[config.mk]
export PLATFORM = sky130hd
export DESIGN_NAME = i2c_target_paged
export DESIGN_NICKNAME = d
export VERILOG_FILES = /design/src/rtl/i2c_tp_pkg.sv /design/src/rtl/i2c_tp_edge.sv /design/src/rtl/i2c_tp_fifo.sv /design/src/rtl/i2c_tp_match.sv /design/src/rtl/i2c_target_paged.sv
export SDC_FILE = /design/constraint.sdc
export NUM_CORES = 1
export LEC_CHECK = 0
export BUFFER_PORTS_ARGS = -buffer_cell sky130_fd_sc_hd__buf_2
export CORE_MARGIN = 3
export CORE_UTILIZATION = 55
export DETAILED_ROUTE_END_ITERATION = 10
export HOLD_SLACK_MARGIN = 0.05
export PLACE_DENSITY = 0.78
export SLEW_MARGIN = 20
export SYNTH_ARGS = -nofsm -noshare
export SYNTH_HDL_FRONTEND = slang
export SYNTH_SLANG_ARGS = --single-unit
[constraint.sdc]
create_clock -name clk_i -period 4.9 [get_ports clk_i]
set_input_delay 0.245 -clock clk_i [delete_from_list [all_inputs] [get_ports clk_i]]
set_output_delay 0.245 -clock clk_i [all_outputs]
set_load 0.02 [all_outputs]
[src/rtl/i2c_tp_pkg.sv]
package i2c_tp_pkg;
  typedef enum logic [2:0] {
    ST_IDLE, ST_ADDR, ST_ACK_WAIT, ST_ACK_DRV,
    ST_RX_BIT, ST_TX_BIT, ST_TX_ACK, ST_IGNORE
  } eng_state_e;

  localparam int unsigned IRQ_W      = 6;
  localparam int unsigned IRQ_START  = 0;
  localparam int unsigned IRQ_AMATCH = 1;
  localparam int unsigned IRQ_TXDONE = 2;
  localparam int unsigned IRQ_NACK   = 3;
  localparam int unsigned IRQ_FULL   = 4;
  localparam int unsigned IRQ_THRESH = 5;
endpackage

[src/rtl/i2c_tp_edge.sv]
module i2c_tp_edge (
  input  logic clk_i,
  input  logic rst_ni,
  input  logic scl_i,
  input  logic sda_i,
  output logic scl_rise_o,
  output logic scl_fall_o,
  output logic start_o,
  output logic stop_o
);
  logic scl_q, sda_q;

  always_ff @(posedge clk_i or negedge rst_ni) begin
    if (!rst_ni) begin
      scl_q <= 1'b1;
      sda_q <= 1'b1;
    end else begin
      scl_q <= scl_i;
      sda_q <= sda_i;
    end
  end

  assign scl_rise_o = scl_i & ~scl_q;
  assign scl_fall_o = ~scl_i & scl_q;
  assign start_o    = scl_i & scl_q & sda_q & ~sda_i;
  assign stop_o     = scl_i & scl_q & ~sda_q & sda_i;
endmodule

[src/rtl/i2c_tp_fifo.sv]
module i2c_tp_fifo #(
  parameter int unsigned DW    = 8,
  parameter int unsigned DEPTH = 8,
  localparam int unsigned AW   = (DEPTH > 1) ? $clog2(DEPTH) : 1,
  localparam int unsigned CW   = $clog2(DEPTH + 1)
) (
  input  logic          clk_i,
  input  logic          rst_ni,
  input  logic          push_i,
  input  logic [DW-1:0] wdata_i,
  input  logic          pop_i,
  output logic [DW-1:0] rdata_o,
  output logic [CW-1:0] count_o,
  output logic          full_o,
  output logic          empty_o
);
  logic [DW-1:0] mem_q [DEPTH];
  logic [AW-1:0] wptr_q, rptr_q;
  logic [CW-1:0] cnt_q;
  logic do_push, do_pop;

  assign full_o  = (cnt_q == CW'(DEPTH));
  assign empty_o = (cnt_q == '0);
  assign do_push = push_i & ~full_o;
  assign do_pop  = pop_i & ~empty_o;
  assign rdata_o = mem_q[rptr_q];
  assign count_o = cnt_q;

  always_ff @(posedge clk_i or negedge rst_ni) begin
    if (!rst_ni) begin
      wptr_q <= '0;
      rptr_q <= '0;
      cnt_q  <= '0;
      for (int i = 0; i < int'(DEPTH); i++) mem_q[i] <= '0;
    end else begin
      if (do_push) begin
        mem_q[wptr_q] <= wdata_i;
        wptr_q <= (wptr_q == AW'(DEPTH - 1)) ? '0 : wptr_q + AW'(1);
      end
      if (do_pop) rptr_q <= (rptr_q == AW'(DEPTH - 1)) ? '0 : rptr_q + AW'(1);
      if (do_push && !do_pop) cnt_q <= cnt_q + CW'(1);
      else if (do_pop && !do_push) cnt_q <= cnt_q - CW'(1);
    end
  end
endmodule

[src/rtl/i2c_tp_match.sv]
module i2c_tp_match #(
  parameter int unsigned N  = 4,
  parameter int unsigned IW = 2
) (
  input  logic [6:0]     key_i,
  input  logic [N*7-1:0] addr_i,
  input  logic [N-1:0]   en_i,
  output logic           hit_o,
  output logic [IW-1:0]  idx_o
);
  logic [N-1:0] hit_vec;

  for (genvar g = 0; g < N; g++) begin : g_cmp
    assign hit_vec[g] = en_i[g] && (addr_i[g*7 +: 7] == key_i);
  end

  // lowest slot wins
  always_comb begin
    hit_o = 1'b0;
    idx_o = '0;
    for (int i = int'(N) - 1; i >= 0; i--) begin
      if (hit_vec[i]) begin
        hit_o = 1'b1;
        idx_o = IW'(i);
      end
    end
  end
endmodule

[src/rtl/i2c_target_paged.sv]
module i2c_target_paged
  import i2c_tp_pkg::*;
#(
  parameter int unsigned N_TGT      = 4,
  parameter int unsigned PAGE_DEPTH = 8,
  parameter int unsigned RXF_DEPTH  = 8,
  localparam int unsigned IW  = (N_TGT > 1) ? $clog2(N_TGT) : 1,
  localparam int unsigned TCW = $clog2(PAGE_DEPTH + 1),
  localparam int unsigned RCW = $clog2(RXF_DEPTH + 1)
) (
  input  logic               clk_i,
  input  logic               rst_ni,
  input  logic               scl_i,
  input  logic               sda_i,
  output logic               sda_oe_o,
  input  logic [N_TGT-1:0]   tgt_en_i,
  input  logic [N_TGT*7-1:0] tgt_addr_i,
  input  logic [TCW-1:0]     tx_thresh_i,
  input  logic               tx_wr_i,
  input  logic [7:0]         tx_data_i,
  input  logic               rx_rd_i,
  output logic [7:0]         rx_data_o,
  output logic [RCW-1:0]     rx_count_o,
  input  logic [IRQ_W-1:0]   irq_clr_i,
  output logic [IRQ_W-1:0]   irq_o,
  output logic               bus_o,
  output logic               busy_o,
  output logic               mode_o,
  output logic [IW-1:0]      match_idx_o
);
  logic scl_rise, scl_fall, start_ev, stop_ev;
  logic hit;
  logic [IW-1:0] hit_idx;

  eng_state_e st_q;
  logic [6:0] sr_q;
  logic [2:0] cnt_q;
  logic [7:0] tx_sr_q;
  logic ack_drv_q, ack_ok_q, mode_q, bus_q, eng_busy_q, wr_hold_q;
  logic [IW-1:0] idx_q;
  logic [IRQ_W-1:0] irq_q;

  logic rx_push, rx_full, rx_empty;
  logic tx_push, tx_pop, tx_full, tx_empty, thresh_hit;
  logic [7:0] tx_rdata, tx_head;
  logic [TCW-1:0] tx_count;

  i2c_tp_edge u_edge (
    .clk_i, .rst_ni, .scl_i, .sda_i,
    .scl_rise_o(scl_rise), .scl_fall_o(scl_fall),
    .start_o(start_ev), .stop_o(stop_ev)
  );

  i2c_tp_match #(.N(N_TGT), .IW(IW)) u_match (
    .key_i(sr_q), .addr_i(tgt_addr_i), .en_i(tgt_en_i),
    .hit_o(hit), .idx_o(hit_idx)
  );

  i2c_tp_fifo #(.DW(8), .DEPTH(RXF_DEPTH)) u_rxf (
    .clk_i, .rst_ni,
    .push_i(rx_push), .wdata_i({sr_q, sda_i}),
    .pop_i(rx_rd_i), .rdata_o(rx_data_o),
    .count_o(rx_count_o), .full_o(rx_full), .empty_o(rx_empty)
  );

  i2c_tp_fifo #(.DW(8), .DEPTH(PAGE_DEPTH)) u_page (
    .clk_i, .rst_ni,
    .push_i(tx_push), .wdata_i(tx_data_i),
    .pop_i(tx_pop), .rdata_o(tx_rdata),
    .count_o(tx_count), .full_o(tx_full), .empty_o(tx_empty)
  );

  assign busy_o  = eng_busy_q | wr_hold_q;
  assign tx_push = tx_wr_i & ~busy_o & ~tx_full;
  assign tx_head = tx_empty ? 8'hFF : tx_rdata;
  assign rx_push = (st_q == ST_RX_BIT) && scl_rise && (cnt_q == 3'd7) && !rx_full;
  assign tx_pop  = (st_q == ST_TX_ACK) && scl_rise && !sda_i && !tx_empty;
  assign thresh_hit = tx_pop && ((tx_count - TCW'(1)) == tx_thresh_i);

  assign sda_oe_o = ((st_q == ST_TX_BIT) && !tx_sr_q[7]) ||
                    ((st_q == ST_ACK_DRV) && ack_drv_q);
  assign irq_o       = irq_q;
  assign bus_o       = bus_q;
  assign mode_o      = mode_q;
  assign match_idx_o = idx_q;

  always_ff @(posedge clk_i or negedge rst_ni) begin
    if (!rst_ni) begin
      st_q       <= ST_IDLE;
      sr_q       <= '0;
      cnt_q      <= '0;
      tx_sr_q    <= 8'hFF;
      ack_drv_q  <= 1'b0;
      ack_ok_q   <= 1'b0;
      mode_q     <= 1'b0;
      bus_q      <= 1'b0;
      eng_busy_q <= 1'b0;
      wr_hold_q  <= 1'b0;
      idx_q      <= '0;
      irq_q      <= '0;
    end else begin
      irq_q     <= irq_q & ~irq_clr_i;
      wr_hold_q <= tx_push;
      if (stop_ev) begin
        st_q       <= ST_IDLE;
        bus_q      <= 1'b0;
        eng_busy_q <= 1'b0;
      end else if (start_ev) begin
        st_q       <= ST_ADDR;
        cnt_q      <= '0;
        bus_q      <= 1'b1;
        eng_busy_q <= 1'b1;
        irq_q[IRQ_START] <= 1'b1;
      end else begin
        case (st_q)
          ST_ADDR: if (scl_rise) begin
            sr_q  <= {sr_q[5:0], sda_i};
            cnt_q <= cnt_q + 3'd1;
            if (cnt_q == 3'd7) begin
              eng_busy_q <= 1'b0;
              if (hit) begin
                mode_q    <= sda_i;
                idx_q     <= hit_idx;
                ack_drv_q <= 1'b1;
                irq_q[IRQ_AMATCH] <= 1'b1;
                st_q      <= ST_ACK_WAIT;
              end else begin
                st_q <= ST_IGNORE;
              end
            end
          end
          ST_ACK_WAIT: if (scl_fall) st_q <= ST_ACK_DRV;
          ST_ACK_DRV: if (scl_fall) begin
            cnt_q <= '0;
            if (mode_q) begin
              tx_sr_q    <= tx_head;
              eng_busy_q <= 1'b1;
              st_q       <= ST_TX_BIT;
            end else begin
              st_q <= ST_RX_BIT;
            end
          end
          ST_RX_BIT: if (scl_rise) begin
            if (cnt_q == 3'd0) eng_busy_q <= 1'b1;
            sr_q  <= {sr_q[5:0], sda_i};
            cnt_q <= cnt_q + 3'd1;
            if (cnt_q == 3'd7) begin
              eng_busy_q <= 1'b0;
              ack_drv_q  <= !rx_full;
              if (rx_full) irq_q[IRQ_FULL] <= 1'b1;
              st_q <= ST_ACK_WAIT;
            end
          end
          ST_TX_BIT: if (scl_fall) begin
            if (cnt_q == 3'd7) begin
              st_q <= ST_TX_ACK;
            end else begin
              tx_sr_q <= {tx_sr_q[6:0], 1'b1};
              cnt_q   <= cnt_q + 3'd1;
            end
          end
          ST_TX_ACK: begin
            if (scl_rise) begin
              ack_ok_q   <= !sda_i;
              eng_busy_q <= 1'b0;
              irq_q[IRQ_TXDONE] <= 1'b1;
              if (sda_i) irq_q[IRQ_NACK] <= 1'b1;
              if (thresh_hit) irq_q[IRQ_THRESH] <= 1'b1;
            end else if (scl_fall) begin
              if (ack_ok_q) begin
                tx_sr_q    <= tx_head;
                eng_busy_q <= 1'b1;
                cnt_q      <= '0;
                st_q       <= ST_TX_BIT;
              end else begin
                st_q <= ST_IGNORE;
              end
            end
          end
          default: ;
        endcase
      end
    end
  end
endmodule

==> results by group <==
Die
  – Die span in x: 136 µm
  – Full die area: roughly 19000 µm²
  – Core area: 16600 µm²
  – Starting Density: 0.563
  – Num ports: 80
  – Die Span Y: approximately 140 µm
  – Num rows: 47

Synthesis
  – Ys flop type: dfrtp_1
  – Syn nets: roughly 780
  – Synth top area share: 0.469
  – Yosys warns: 0
  – EDFF count, synth: 0
  – Netlist Area Pre-Place: roughly 9300 µm²
  – #FFs+latches synth: between 150 and 200
  – Sequential area share after synthesis: 0.497
  – Mapped Cells: about 710
  – Yosys cell types: 56
  – Ys async rst share: 1.00
  – Syn_area_per_cell: between 10 and 15 µm²
  – Largest area contributor in the netlist: dfrtp_1
  – Top cells by area, synth: dfrtp_1, mux2_2, mux4_2, xnor2_1, dfstp_2

Clocking
  – CTS tree: built
  – Post_cts resized: 0
  – TritonCTS Buffers: 17
  – Postcts setup bufs: 0
  – Hold Buf Count CTS: 8
  – Clock sink count: 185
  – Clk_lat worst skew: 0.43 ns
  – Clk slew on worst S/H paths: 0.07 ns
  – CTS max path bufs: 2
  – Root buffer cell: clkbuf_16
  – Htree depth: 4

Cells and area
  – P&R area growth vs syn: 12.6%
  – Layout cell share with drive strength beyond 1: 0.428
  – Fin nets: approximately 850
  – Finished Layout Cells: around 1000
  – Antenna cells: 0
  – Most common cell after layout, fill and taps aside: dfrtp_1
  – Filler Cell Count: 1200
  – Commonest cells after routing, fill and taps aside: dfrtp_1, mux2_2, buf_2
  – Post-layout util: 0.634

Critical path
  – Critical path required time: roughly 5.2 ns
  – Critical path launch point type: flip-flop
  – CP Class: reg -> reg
  – Setup crit end: u_rxf.count_o[3]
  – Crit. End Element: flip-flop
  – Most used cell, CP: ha_1
  – Max FO, Critical Path: 22
  – CP Cell Sequence: nor2b_1, nand3_2, a21oi_4, ha_1, inv_1, ha_1, a21o_1, a21oi_1, xnor2_1, nor2_1, xor2_1
  – Slowest cell on crit path: dfrtp_1
  – Worst reg2reg path depth: 11
  – Reg-to-reg setup timing slack: between 1.5 and 2 ns
  – RR Startpoint: st_q[2]
  – Worst path max stage delay: 0.72 ns
  – CP startpoint: st_q[2]
  – Critical path data arrival time: around 3.5 ns
  – Reg2Reg Capture Point: u_rxf.count_o[3]

Global route
  – Initial antenna violation count: 1
  – Grt total ovfl: 0
  – Largest net degree at the start of global routing: around 100
  – Number of global-route vias before repair: 6042
  – Total track usage: 0.218
  – Global-route wire length before repair: ~31000 µm

Detailed routing
  – Residual DRC: 0
  – First drt pass iteration count: 7
  – Drt via density: approximately 5.8
  – Final WL: approximately 19000 µm
  – Final ANT Viol Nets: 0
  – DRT iter0 DRCs: 317
  – DR vias: about 5800
  – WL/cell: between 15 and 20 µm

Worst hold path
  – Worst Hold Class: in -> reg
  – Hold_sp: sda_i

Place
  – Hpwl dp: 13100 µm
  – Setup slack at placement: 1.87 ns
  – Cells after DPL: around 970
  – Placer's final routability congestion estimate: a little under 0.9
  – Buffers on Ports: a little under 80

Timing
  – Max_slew headroom: 0.353
  – TNS Setup: 0 ns
  – Tcrit/Tclk final: 0.645
  – Setup violators final: 0
  – Maximum clock frequency: 0.316 GHz
  – Fin crit period: between 3 and 4 ns
  – Min setup slack post-route: 1.74 ns
  – RSZ-0062 raised after global routing: no
  – Slew Limit Fails: 0
  – Worst Skew: 0.00935 ns
  – Worst-margin pin slew: around 0.96 ns
  – Final Hold Fails: 0

Power
  – PwrDens: 466 nW/µm²
  – Peak supply drop: between 300 and 400 µV
  – Leak: about 4.8 nW

Run status
  – Outcome: finished clean

Flow run
  – Max Cap Violations: 0
## routing by layer
| metal | global-route usage | part of all wire | vias to the layer above |
|---|---|---|---|
| met1 | 0.274 | 0.43 | 2952 |
| li1 | - | - | 2685 |
| met2 | 0.379 | 0.51 | 151 |
| met3 | 0.0481 | 0.048 | 30 |
| met5 | 0 | 0.00037 | - |
| met4 | 0.0610 | 0.015 | 2 |
## cell usage after synthesis, types with 4 or more instances
cell      number
nand4_1       11
xnor2_1       35
nand2b_1       8
buf_2         16
nor3_1         8
nand2_1       31
nor2b_1        4
o21ai_0       17
xor2_1         9
clkbuf_1      15
a21o_1         6
nand3_1        6
mux4_2        32
dfrtp_1      175
nand3b_2       4
inv_1         22
dfstp_2       10
a21oi_1       19
mux2i_1       10
o21a_1         5
ha_1          20
mux2_2       159
buf_1          6
nor2_1        31
## registers in the layout, summed over array words and instances, names as in the netlist
| signal | cells |
|---|---|
| ack_drv_q | 1 |
| ack_ok_q | 1 |
| bus_o | 1 |
| cnt_q | 3 |
| eng_busy_q | 1 |
| irq_o | 6 |
| match_idx_o | 2 |
| mode_o | 1 |
| sr_q | 7 |
| st_q | 3 |
| tx_sr_q | 8 |
| u_edge.scl_q | 1 |
| u_edge.sda_q | 1 |
| u_page.count_o | 4 |
| u_page.mem_q | 64 |
| u_page.rptr_q | 3 |
| u_page.wptr_q | 3 |
| u_rxf.count_o | 4 |
| u_rxf.mem_q | 64 |
| u_rxf.rptr_q | 3 |
| u_rxf.wptr_q | 3 |
| wr_hold_q | 1 |
## final cells by class
| type | instances | area [µm²] | share of cell area |
|---|---|---|---|
| clock buffers | 17 | 425 | 0.0404 |
| clock inverters | 14 | 141 | 0.0134 |
| inverters | 22 | 82.6 | 0.00785 |
| multi-input cells | 460 | 4450 | 0.423 |
| flip-flops and latches | 185 | 4640 | 0.441 |
| well taps | 220 | 275 | 0.0262 |
| repair buffers | 90 | 504 | 0.0479 |
## power breakdown
group	internal [mW]	switching [mW]
sequential	1.90	0.484
combinational	0.723	0.493
clock	0.711	0.599
total	3.33	1.58
## through the flow
step           hold slack, ns  instance area [µm²]  power, mW
2_1_floorplan         -0.0506                 9340       3.26
4_1_cts                0.0561                10500       4.94
3_3_place_gp            0.386                 9860       3.50
6_report               0.0697                10500       4.91
3_5_place_dp            0.391                 9860       3.62
5_1_grt                0.0732                10500       5.21
## worst max-delay path, delay by kind of cell, from the launching register on
family | cells | cell delay (ns)
and+or+nand+nor | 3 | 0.81
DFF | 1 | 0.72
AOI/OAI and AO/OA | 3 | 0.62
adders and majority gates | 2 | 0.52
xor gates and xnor gates | 2 | 0.27
buffers and inverters | 1 | 0.10
## cell families after synthesis
| kind of cell | after synthesis | synth area share |
|---|---|---|
| AOI/OAI and AO/OA | 66 | 0.0455 |
| xor gates and xnor gates | 44 | 0.0413 |
| adders and majority gates | 21 | 0.0289 |
| buffers and inverters | 61 | 0.0279 |
| DFF | 185 | 0.497 |
| muxes | 201 | 0.280 |
| and+or+nand+nor | 128 | 0.0798 |
## worst min-delay path by stage
stage | to | slack, ns | cells past startpoint
3_5_place_dp | u_edge.scl_q | 0.39 | 1
3_3_place_gp | bus_o | 0.39 | 1
5_1_grt | u_edge.sda_q | 0.07 | 1
6_report | u_edge.sda_q | 0.07 | 1
2_1_floorplan | ack_drv_q | -0.05 | 0
4_1_cts | u_edge.sda_q | 0.06 | 1
Power figures use the tool's default switching activity.
